## src/rtl/rgn_guard_pkg.sv

```systemverilog
// Shared types and the attribute decode for the region access guard.
// Assumes 4-bit attribute codes; the decode is the single place that
// maps a code to permissions and a cache mode.
package rgn_guard_pkg;

    typedef enum logic [2:0] {
        CM_NONE   = 3'd0,
        CM_WTHRU  = 3'd1,
        CM_WBACK  = 3'd2,
        CM_BYPASS = 3'd3,
        CM_ISOL   = 3'd4
    } cmode_e;

    typedef enum logic [1:0] {
        K_LOAD  = 2'd0,
        K_STORE = 2'd1,
        K_FETCH = 2'd2,
        K_RSVD  = 2'd3
    } kind_e;

    typedef struct packed {
        logic   rd;
        logic   wr;
        logic   ex;
        cmode_e cm;
    } perm_t;

    localparam int CAUSE_W = 6;
    localparam logic [CAUSE_W-1:0] CAUSE_OK    = 6'd0;
    localparam logic [CAUSE_W-1:0] CAUSE_FETCH = 6'd20;
    localparam logic [CAUSE_W-1:0] CAUSE_LOAD  = 6'd28;
    localparam logic [CAUSE_W-1:0] CAUSE_STORE = 6'd29;

    // Map an attribute code to permissions; code 5 is honoured only for
    // table-sourced attributes.
    function automatic perm_t decode_attr(input logic [3:0] code, input logic from_tbl);
        perm_t p;
        p = '{rd: 1'b0, wr: 1'b0, ex: 1'b0, cm: CM_NONE};
        case (code)
            4'd0:  p = '{rd: 1'b1, wr: 1'b1, ex: 1'b0, cm: CM_WTHRU};
            4'd1:  p = '{rd: 1'b1, wr: 1'b1, ex: 1'b1, cm: CM_WTHRU};
            4'd2:  p = '{rd: 1'b1, wr: 1'b1, ex: 1'b1, cm: CM_BYPASS};
            4'd3:  p = '{rd: 1'b0, wr: 1'b0, ex: 1'b1, cm: CM_WBACK};
            4'd4:  p = '{rd: 1'b1, wr: 1'b1, ex: 1'b1, cm: CM_WBACK};
            4'd5:  if (from_tbl) p = '{rd: 1'b1, wr: 1'b1, ex: 1'b1, cm: CM_WBACK};
            4'd14: p = '{rd: 1'b1, wr: 1'b1, ex: 1'b0, cm: CM_ISOL};
            default: ;
        endcase
        return p;
    endfunction

endpackage

```

## src/rtl/rgn_entry_table.sv

```systemverilog
// Per-region table of physical base and attribute code.
// One entry written per cycle; reads are combinational. Assumes
// BASE_W == IDX_W so that reset can load an identity mapping.
module rgn_entry_table #(
    parameter int NUM_RGN = 8,
    parameter int IDX_W   = 3,
    parameter int BASE_W  = 3,
    parameter int ATTR_W  = 4,
    parameter logic [ATTR_W-1:0] RST_ATTR = 4'd2
) (
    input  logic              clk,
    input  logic              rst_n,
    input  logic              we,
    input  logic [IDX_W-1:0]  wr_idx,
    input  logic [BASE_W-1:0] wr_base,
    input  logic [ATTR_W-1:0] wr_attr,
    input  logic [IDX_W-1:0]  rd_idx,
    output logic [BASE_W-1:0] rd_base,
    output logic [ATTR_W-1:0] rd_attr
);

    logic [BASE_W-1:0] base_q [NUM_RGN];
    logic [ATTR_W-1:0] attr_q [NUM_RGN];

    for (genvar i = 0; i < NUM_RGN; i++) begin : g_ent
        localparam logic [BASE_W-1:0] RST_BASE = BASE_W'(i);
        // Hold one entry; reset to identity base and default attribute.
        always_ff @(posedge clk) begin
            if (!rst_n) begin
                base_q[i] <= RST_BASE;
                attr_q[i] <= RST_ATTR;
            end else if (we && (wr_idx == IDX_W'(i))) begin
                base_q[i] <= wr_base;
                attr_q[i] <= wr_attr;
            end
        end
    end

    // Read the addressed entry.
    always_comb begin
        rd_base = base_q[rd_idx];
        rd_attr = attr_q[rd_idx];
    end

endmodule

```

## src/rtl/rgn_attr_source.sv

```systemverilog
// Chooses the attribute code for a region: table entry or the nibble
// of the cache-attribute word at position index*ATTR_W.
module rgn_attr_source #(
    parameter int NUM_RGN = 8,
    parameter int IDX_W   = 3,
    parameter int ATTR_W  = 4,
    localparam int WORD_W = NUM_RGN * ATTR_W
) (
    input  logic              tbl_mode,
    input  logic [IDX_W-1:0]  idx,
    input  logic [WORD_W-1:0] cattr_word,
    input  logic [ATTR_W-1:0] tbl_attr,
    output logic [ATTR_W-1:0] attr
);

    // Select the attribute source by mode.
    always_comb begin
        if (tbl_mode) attr = tbl_attr;
        else          attr = cattr_word[idx*ATTR_W +: ATTR_W];
    end

endmodule

```

## src/rtl/rgn_perm_check.sv

```systemverilog
// Decodes the attribute and decides whether the access kind is allowed,
// producing the prohibited cause or zero. Kind 3 is handled as a load.
module rgn_perm_check
    import rgn_guard_pkg::*;
(
    input  logic [3:0]         attr,
    input  logic               from_tbl,
    input  logic [1:0]         kind,
    output perm_t              perm,
    output logic [CAUSE_W-1:0] cause
);

    // Decode permissions and pick the cause for the access kind.
    always_comb begin
        perm = decode_attr(attr, from_tbl);
        case (kind_e'(kind))
            K_STORE: cause = perm.wr ? CAUSE_OK : CAUSE_STORE;
            K_FETCH: cause = perm.ex ? CAUSE_OK : CAUSE_FETCH;
            default: cause = perm.rd ? CAUSE_OK : CAUSE_LOAD;
        endcase
    end

endmodule

```

## src/rtl/rgn_access_guard.sv

```systemverilog
// Region access guard: checks a load, store or fetch against the
// attribute of its 512 MB region and returns, one cycle later, either
// the physical address or a prohibited cause. Assumes ATTR_W is 4 and
// the region index is the top RGN_BITS address bits.
module rgn_access_guard
    import rgn_guard_pkg::*;
#(
    parameter int ADDR_W   = 32,
    parameter int RGN_BITS = 3,
    parameter int ATTR_W   = 4,
    localparam int NUM_RGN = 1 << RGN_BITS,
    localparam int OFF_W   = ADDR_W - RGN_BITS,
    localparam int WORD_W  = NUM_RGN * ATTR_W
) (
    input  logic                clk,
    input  logic                rst_n,
    input  logic                tbl_mode,
    input  logic [WORD_W-1:0]   cattr_word,
    input  logic                cfg_we,
    input  logic [RGN_BITS-1:0] cfg_idx,
    input  logic [RGN_BITS-1:0] cfg_base,
    input  logic [ATTR_W-1:0]   cfg_attr,
    input  logic                req_valid,
    input  logic [ADDR_W-1:0]   req_addr,
    input  logic [1:0]          req_kind,
    output logic                rsp_valid,
    output logic [ADDR_W-1:0]   rsp_paddr,
    output logic [CAUSE_W-1:0]  rsp_cause,
    output logic                rsp_rd,
    output logic                rsp_wr,
    output logic                rsp_ex,
    output logic [2:0]          rsp_cmode
);

    logic [RGN_BITS-1:0] rgn_idx;
    logic [RGN_BITS-1:0] ent_base;
    logic [ATTR_W-1:0]   ent_attr;
    logic [ATTR_W-1:0]   sel_attr;
    perm_t               perm;
    logic [CAUSE_W-1:0]  cause;
    logic [ADDR_W-1:0]   paddr;

    assign rgn_idx = req_addr[ADDR_W-1 -: RGN_BITS];

    rgn_entry_table #(
        .NUM_RGN (NUM_RGN),
        .IDX_W   (RGN_BITS),
        .BASE_W  (RGN_BITS),
        .ATTR_W  (ATTR_W)
    ) u_table (
        .clk     (clk),
        .rst_n   (rst_n),
        .we      (cfg_we),
        .wr_idx  (cfg_idx),
        .wr_base (cfg_base),
        .wr_attr (cfg_attr),
        .rd_idx  (rgn_idx),
        .rd_base (ent_base),
        .rd_attr (ent_attr)
    );

    rgn_attr_source #(
        .NUM_RGN (NUM_RGN),
        .IDX_W   (RGN_BITS),
        .ATTR_W  (ATTR_W)
    ) u_src (
        .tbl_mode   (tbl_mode),
        .idx        (rgn_idx),
        .cattr_word (cattr_word),
        .tbl_attr   (ent_attr),
        .attr       (sel_attr)
    );

    rgn_perm_check u_chk_perm (
        .attr     (sel_attr),
        .from_tbl (tbl_mode),
        .kind     (req_kind),
        .perm     (perm),
        .cause    (cause)
    );

    // Form the physical address: translated in table mode, zero if denied.
    always_comb begin
        if (cause != CAUSE_OK)  paddr = '0;
        else if (tbl_mode)      paddr = {ent_base, req_addr[OFF_W-1:0]};
        else                    paddr = req_addr;
    end

    // Register the response one cycle after the request.
    always_ff @(posedge clk) begin
        if (!rst_n) begin
            rsp_valid <= 1'b0;
            rsp_paddr <= '0;
            rsp_cause <= CAUSE_OK;
            rsp_rd    <= 1'b0;
            rsp_wr    <= 1'b0;
            rsp_ex    <= 1'b0;
            rsp_cmode <= CM_NONE;
        end else begin
            rsp_valid <= req_valid;
            if (req_valid) begin
                rsp_paddr <= paddr;
                rsp_cause <= cause;
                rsp_rd    <= perm.rd;
                rsp_wr    <= perm.wr;
                rsp_ex    <= perm.ex;
                rsp_cmode <= perm.cm;
            end
        end
    end

endmodule

```

## config.mk

```make
export PLATFORM = sky130hd
export DESIGN_NAME = rgn_access_guard
export DESIGN_NICKNAME = d
export VERILOG_FILES = /design/src/rtl/rgn_guard_pkg.sv /design/src/rtl/rgn_entry_table.sv /design/src/rtl/rgn_attr_source.sv /design/src/rtl/rgn_perm_check.sv /design/src/rtl/rgn_access_guard.sv
export SDC_FILE = /design/constraint.sdc
export NUM_CORES = 1
export LEC_CHECK = 0
export ABC_AREA = 1
export CAP_MARGIN = 20
export CORE_MARGIN = 4
export CORE_UTILIZATION = 50
export DETAILED_ROUTE_END_ITERATION = 16
export DONT_BUFFER_PORTS = 1
export SLEW_MARGIN = 20
export SYNTH_ARGS = -nofsm -noshare
export SYNTH_HDL_FRONTEND = slang
export SYNTH_SLANG_ARGS = --single-unit
```

## constraint.sdc

```tcl
create_clock -name clk -period 3.61 [get_ports clk]
set_clock_uncertainty 0.1 [all_clocks]
set_input_delay 0.361 -clock clk [delete_from_list [all_inputs] [get_ports clk]]
set_output_delay 0.361 -clock clk [all_outputs]
set_load 0.02 [all_outputs]
```

Yosys cells after proc, flatten, opt, wreduce, memory -nomap -nowiden
Memories as Yosys holds them, arrays and structs flattened.
Cells that the tools add are included.

word-level totals
  memories = 2
  word-level logic and storage cells = 102
  bits in writable memories = 56
  input port bits = 81
  bits in registers = 45
  output and inout bits = 45

operators by class
  shift-type cells = 1
  reduce and logical (&&, ||, !) cells = 11
  bitwise operators = 16
  eq/ne operators = 15
  muxes and demuxes = 50

memories
  memory          words  bits a word  read ports  clocked after Yosys merged registers in  write ports  RTL line               source
  u_table.attr_q  8      4            1           0                                        8            rgn_entry_table.sv:23  logic [ATTR_W-1:0] attr_q [NUM_RGN];
  u_table.base_q  8      3            1           0                                        8            rgn_entry_table.sv:22  logic [BASE_W-1:0] base_q [NUM_RGN];

operator list
  kind                  count
  $mux W32              2
  $pmux W6 S7           1
  $mux W4               9
  $shiftx A32 B6 Y4     1
  $mux W1               25
  $mux W3               8
  $or A1 B1 Y1          16
  $mux W5               3
  $eq A3 B3 Y1 const B  4
  $pmux W6 S2           1
  $eq A4 B2 Y1 const B  2
  $eq A4 B3 Y1 const B  2
  $logic_and A1 B1 Y1   8
  $eq A3 B2 Y1 const B  2
  $mux W6               1
  $reduce_bool A6 Y1    1
  $eq A4 B1 Y1 const B  1
  $eq A4 B4 Y1 const B  1
  $logic_not A4 Y1      1
  $eq A3 B1 Y1 const B  1
  $logic_not A3 Y1      1
  $eq A2 B1 Y1 const B  1
  $eq A2 B2 Y1 const B  1

Logic depth before layout (Yosys ltp)
  depth after elaboration = 8
  depth in mapped cells = 18
  gate-level depth less buffers = 17

Hierarchy
From an unflattened synthesis, not the netlist that was laid out.

unflattened totals
  cells, all modules = 712
  area, all modules = 5,323.9 µm²

modules (own cells, without submodules)
  module            instances  area an instance (µm²)  cells each  sequential area each (µm²)
  rgn_entry_table   1          2,921.6                 346         1,681.6
  rgn_access_guard  1          1,690.4                 212         900.9
  rgn_attr_source   1          465.4                   104         0.0
  rgn_perm_check    1          246.5                   50          0.0

Worst setup path before layout
OpenSTA, ideal clock, no wires.

  path kind = input -> register
  start = in req_addr[31]
  end = reg rsp_paddr[20]
  arrival = 1.868 ns
  setup time = 0.115 ns
  data required time = 3.395 ns
  stages on the path = 12
  slack = 1.527 ns
  buffers on the path = 2
  cell sequence = buf_2 > nor2_1 > nand2_1 > nand2_1 > inv_2 > nand2_2 > nor2_1 > o21ai_2 > nand3_4 > buf_6 > nand4_1 > nand2_1

on the way
  cells in the longest elaborated chain, start to end = 8
  elaborated cells on any way between the ends = 17
  classes of those cells = 6 x eq/ne; 1 x shift; 7 x mux; 2 x reduce/logical; 1 x memory

ends and longest elaborated chain
  what                                                RTL line                                                          source
  start: declaration                                  rgn_access_guard.sv:24                                            input logic [ADDR_W-1:0] req_addr,
  $shiftx A32 B6 Y4 or $mem_v2 Z8 W4 (tied branches)  n/a
  $mux W4 (*)                                         rgn_attr_source.sv:18                                             if (tbl_mode) attr = tbl_attr;
  $eq A4 B4 Y1 (tied with other cells)                rgn_guard_pkg.sv:39                                               case (code)
  $pmux W6 S7 (*)                                     rgn_guard_pkg.sv:39
  $mux W5, on equally long branches                   rgn_perm_check.sv:17, rgn_perm_check.sv:18, rgn_perm_check.sv:19
  $pmux W6 S2 (*)                                     rgn_perm_check.sv:16                                              case (kind_e'(kind))
  $reduce_bool A6 Y1 (*)                              rgn_access_guard.sv:84                                            if (cause != CAUSE_OK) paddr = '0;
  $mux W32 (*)                                        rgn_access_guard.sv:84
  end signal: assignment                              rgn_access_guard.sv:102                                           rsp_paddr <= paddr;
  end: declaration                                    rgn_access_guard.sv:27                                            output logic [ADDR_W-1:0] rsp_paddr,

Mark *: on every way between the ends. The rest lies on a longest branch, timed or not.
A chain may end at the register's enable or synchronous reset.

Worst setup path after layout
  start = in req_addr[29]
  end = reg rsp_paddr[16]

Same word-level chain as after synthesis.

==> metrics.cfg <==
[setup_path]
reg2regPathDepth = 13
crit_type = input pin to flip-flop
timing.rr.start = u_table.attr_q[0][1]
cp.required_ns = 3.76
worstPathArrival_ns = 2.49
crit_fanout = 42
ff2ff_setup_slack_ns = 1.39
r2r-end = rsp_paddr[16]
endpoint_kind = flip-flop
crit_path_start_kind = input pin

[sta]
tns_ns = 0
slew_headroom_pct = 30.74
hold_viol_final = 0
fin_crit_ns = 2.339
whs_ns = 0.04301
max_freq_mhz = 427.6
grt_setup_unrepaired = false
setup_viol = 0
worst_slew_pin_slew_ns = 1.028
fin_crit_sh_pct = 64.79
drv_slew = 0

[synth]
synthTopCellsByArea = edfxtp_1, nand2_1, dfxtp_1
avgSynthCellArea_um2 = 7.432
yosys_warnings = 0
synthArstFlopShare_pct = 0
synth-edff-count = 56
synth_cells = 683
netlist_area_um2 = 5076
synth_top_area_share_pct = 33.13
synth_flop_cell = edfxtp_1
yosys.area.top_type = edfxtp_1
yosys.cell_types.count = 33
ys_seq_area_share_pct = 49.30
ys_ff_latch = 97

[power_and_ir_drop]
leakage_nw = 2.626
vdd_drop_max_mv = 0.2631
powerDensity_nw_per_um2 = 434.5
p_total_w = 0.002267

[drt]
num_vias = 4077
first_pass_iters = 5
postRouteWirelength_mm = 11.69
drc = 0
ant_nets = 0
drt-initial-drc-count = 384
routedWlPerCell_um = 14.61
viasPerCell = 5.096

[cts]
clock_path_buffers = 2
numCtsBuffers = 9
cts_tree = built
cts-htree-levels = 3
cts_setup_buffers = 0
clk_latency_ns = 0.37
root_buffer = clkbuf_8
clock-sinks = 97
clk_pin_slew_ns = 0.09

[final_layout]
fin_nets = 745
final_area_um2 = 5216
seq_area_um2 = 2502
areaGrowthSynthToFinish_pct = 2.761
insertedDiodeCount = 0
final_core_utilization_pct = 53.12
final_cell_mix = nand2_1, inv_1, nor2_1, edfxtp_1, nand3_1
final_common_cell = nand2_1
multi_input_area_um2 = 1894
fillers = 1036
layout-drive-gt1-share_pct = 4.498

[floorplanning]
fp.dieW_um = 108.8
ioPinCount = 126
start_util_pct = 51.69
core_um2 = 9819
fp-row-count = 36
die_y_um = 108.8
die_area_um2 = 11830

[place]
placed_area_um2 = 5025
numPortBuffers = 0
dp_hpwl_mm = 8.189
finalWeightedCongestion = 0.8144

[hold_path]
holdCritPathClass = input pin to flip-flop
whs_endpoint = rsp_paddr[7]
hold_depth = 2
hp-start = req_valid

[status]
status = complete, no violations

[global_route]
grt_max_degree = 43
grt_use_total_pct = 20.11
grt_pass1_wl_mm = 18.50
grt_remaining_overflow = 0
grt_pass1_vias = 3698
antenna_found_initial = 0

[run]
max_cap_violations = 0

-- cells by family after synthesis --
kind of cell	count (synthesis)	synth area share, %
buffers and inverters	155	13.51
AND/OR/NAND/NOR	397	32.81
multiplexers	1	0.1972
flip-flops	97	49.30
adder cells (fa/ha/maj)	2	0.4929
AO/OA/AOI/OAI	30	3.624
other	1	0.07388
-- worst max-delay path, stage by stage --
cell and delay, ns:
inv_2 0.48, nand2_1 0.10, nand2_1 0.08, nand2_1 0.04, nand2_1 0.05, nand2_1 0.04
nand2_1 0.11, inv_2 0.04, nand2_1 0.10, nor2_1 0.06, o21ai_2 0.29, nand3_4 0.41
nand4_1 0.22, nand2_1 0.07
-- layer usage --
metal | vias to the layer above | global-route usage [%] | share of wire (%)
met2 | 117 | 31.42 | 48
met5 | - | 0 | 0
li1 | 2076 | - | -
met4 | 0 | 5.681 | 1.4
met1 | 1871 | 27.60 | 44
met3 | 13 | 5.388 | 6.7
-- metrics by stage --
step	worst slack [ns]	std cells
after floorplan	1.527	684
after detailed placement	0.9401	783
after CTS	1.327	800
after global placement	1.000	783
after global routing	0.9964	800
final	1.271	800
-- area by class of cell --
| type | count | share of cell area (%) |
|---|---|---|
| Inverter | 119 | 8.563 |
| Tap cell | 133 | 3.190 |
| Clock buffer | 12 | 2.974 |
| Timing Repair Buffer | 3 | 0.4797 |
| Sequential cell | 97 | 47.97 |
| Multi-Input combinational cell | 432 | 36.32 |
| Clock inverter | 4 | 0.5037 |
-- sequential cells by signal (all words and copies together), names as in the netlist --
name / cells
rsp_cause: 3
rsp_ex: 1
rsp_valid: 1
rsp_cmode: 3
rsp_paddr: 32
rsp_wr: 1
u_table.attr_q: 32
u_table.base_q: 24
-- report_power, final --
| group | switching, W | internal, W | leakage (nW) |
|---|---|---|---|
| logic | 0.000188 | 0.0000844 | 1.65 |
| clock network | 0.000380 | 0.000290 | 0.0972 |
| registers | 0.0000799 | 0.00124 | 0.883 |
| total | 0.000648 | 0.00162 | 2.63 |
-- what timing repair did --
item | 4_1_cts | 5_1_grt
endpoints found under the setup margin | 0 | 0
gates resized for setup | 0 | 0
hold endpoints to repair | 1 | 0
hold buffers | 1 | 0
-- cell usage after synthesis, types with 2 or more instances --
library cell    n
a21oi_1         3
ha_1            2
nand4_1        32
edfxtp_1       56
nand3_4         2
clkbuf_1       13
dfxtp_1        41
nand2_1       240
o22ai_1         2
nor3_1          3
a22o_1          3
nand3_1        43
buf_2           5
inv_1         114
nor2_1         73
o21ai_0        14
buf_4           8
buf_6           9
inv_2           5
o21ai_1         2
-- worst max path at each step --
stage	end	cells past startpoint	startpoint	slack [ns]
2_1_floorplan	rsp_paddr[20]	12	req_addr[31]	1.53
3_3_place_gp	rsp_paddr[23]	14	req_addr[29]	1.00
3_5_place_dp	rsp_paddr[16]	14	req_addr[29]	0.94
4_1_cts	rsp_paddr[16]	14	req_addr[29]	1.33
5_1_grt	rsp_paddr[16]	14	req_addr[29]	1.0
6_report	rsp_paddr[16]	14	req_addr[29]	1.27
No activity file was read; power rests on OpenSTA's default activity.
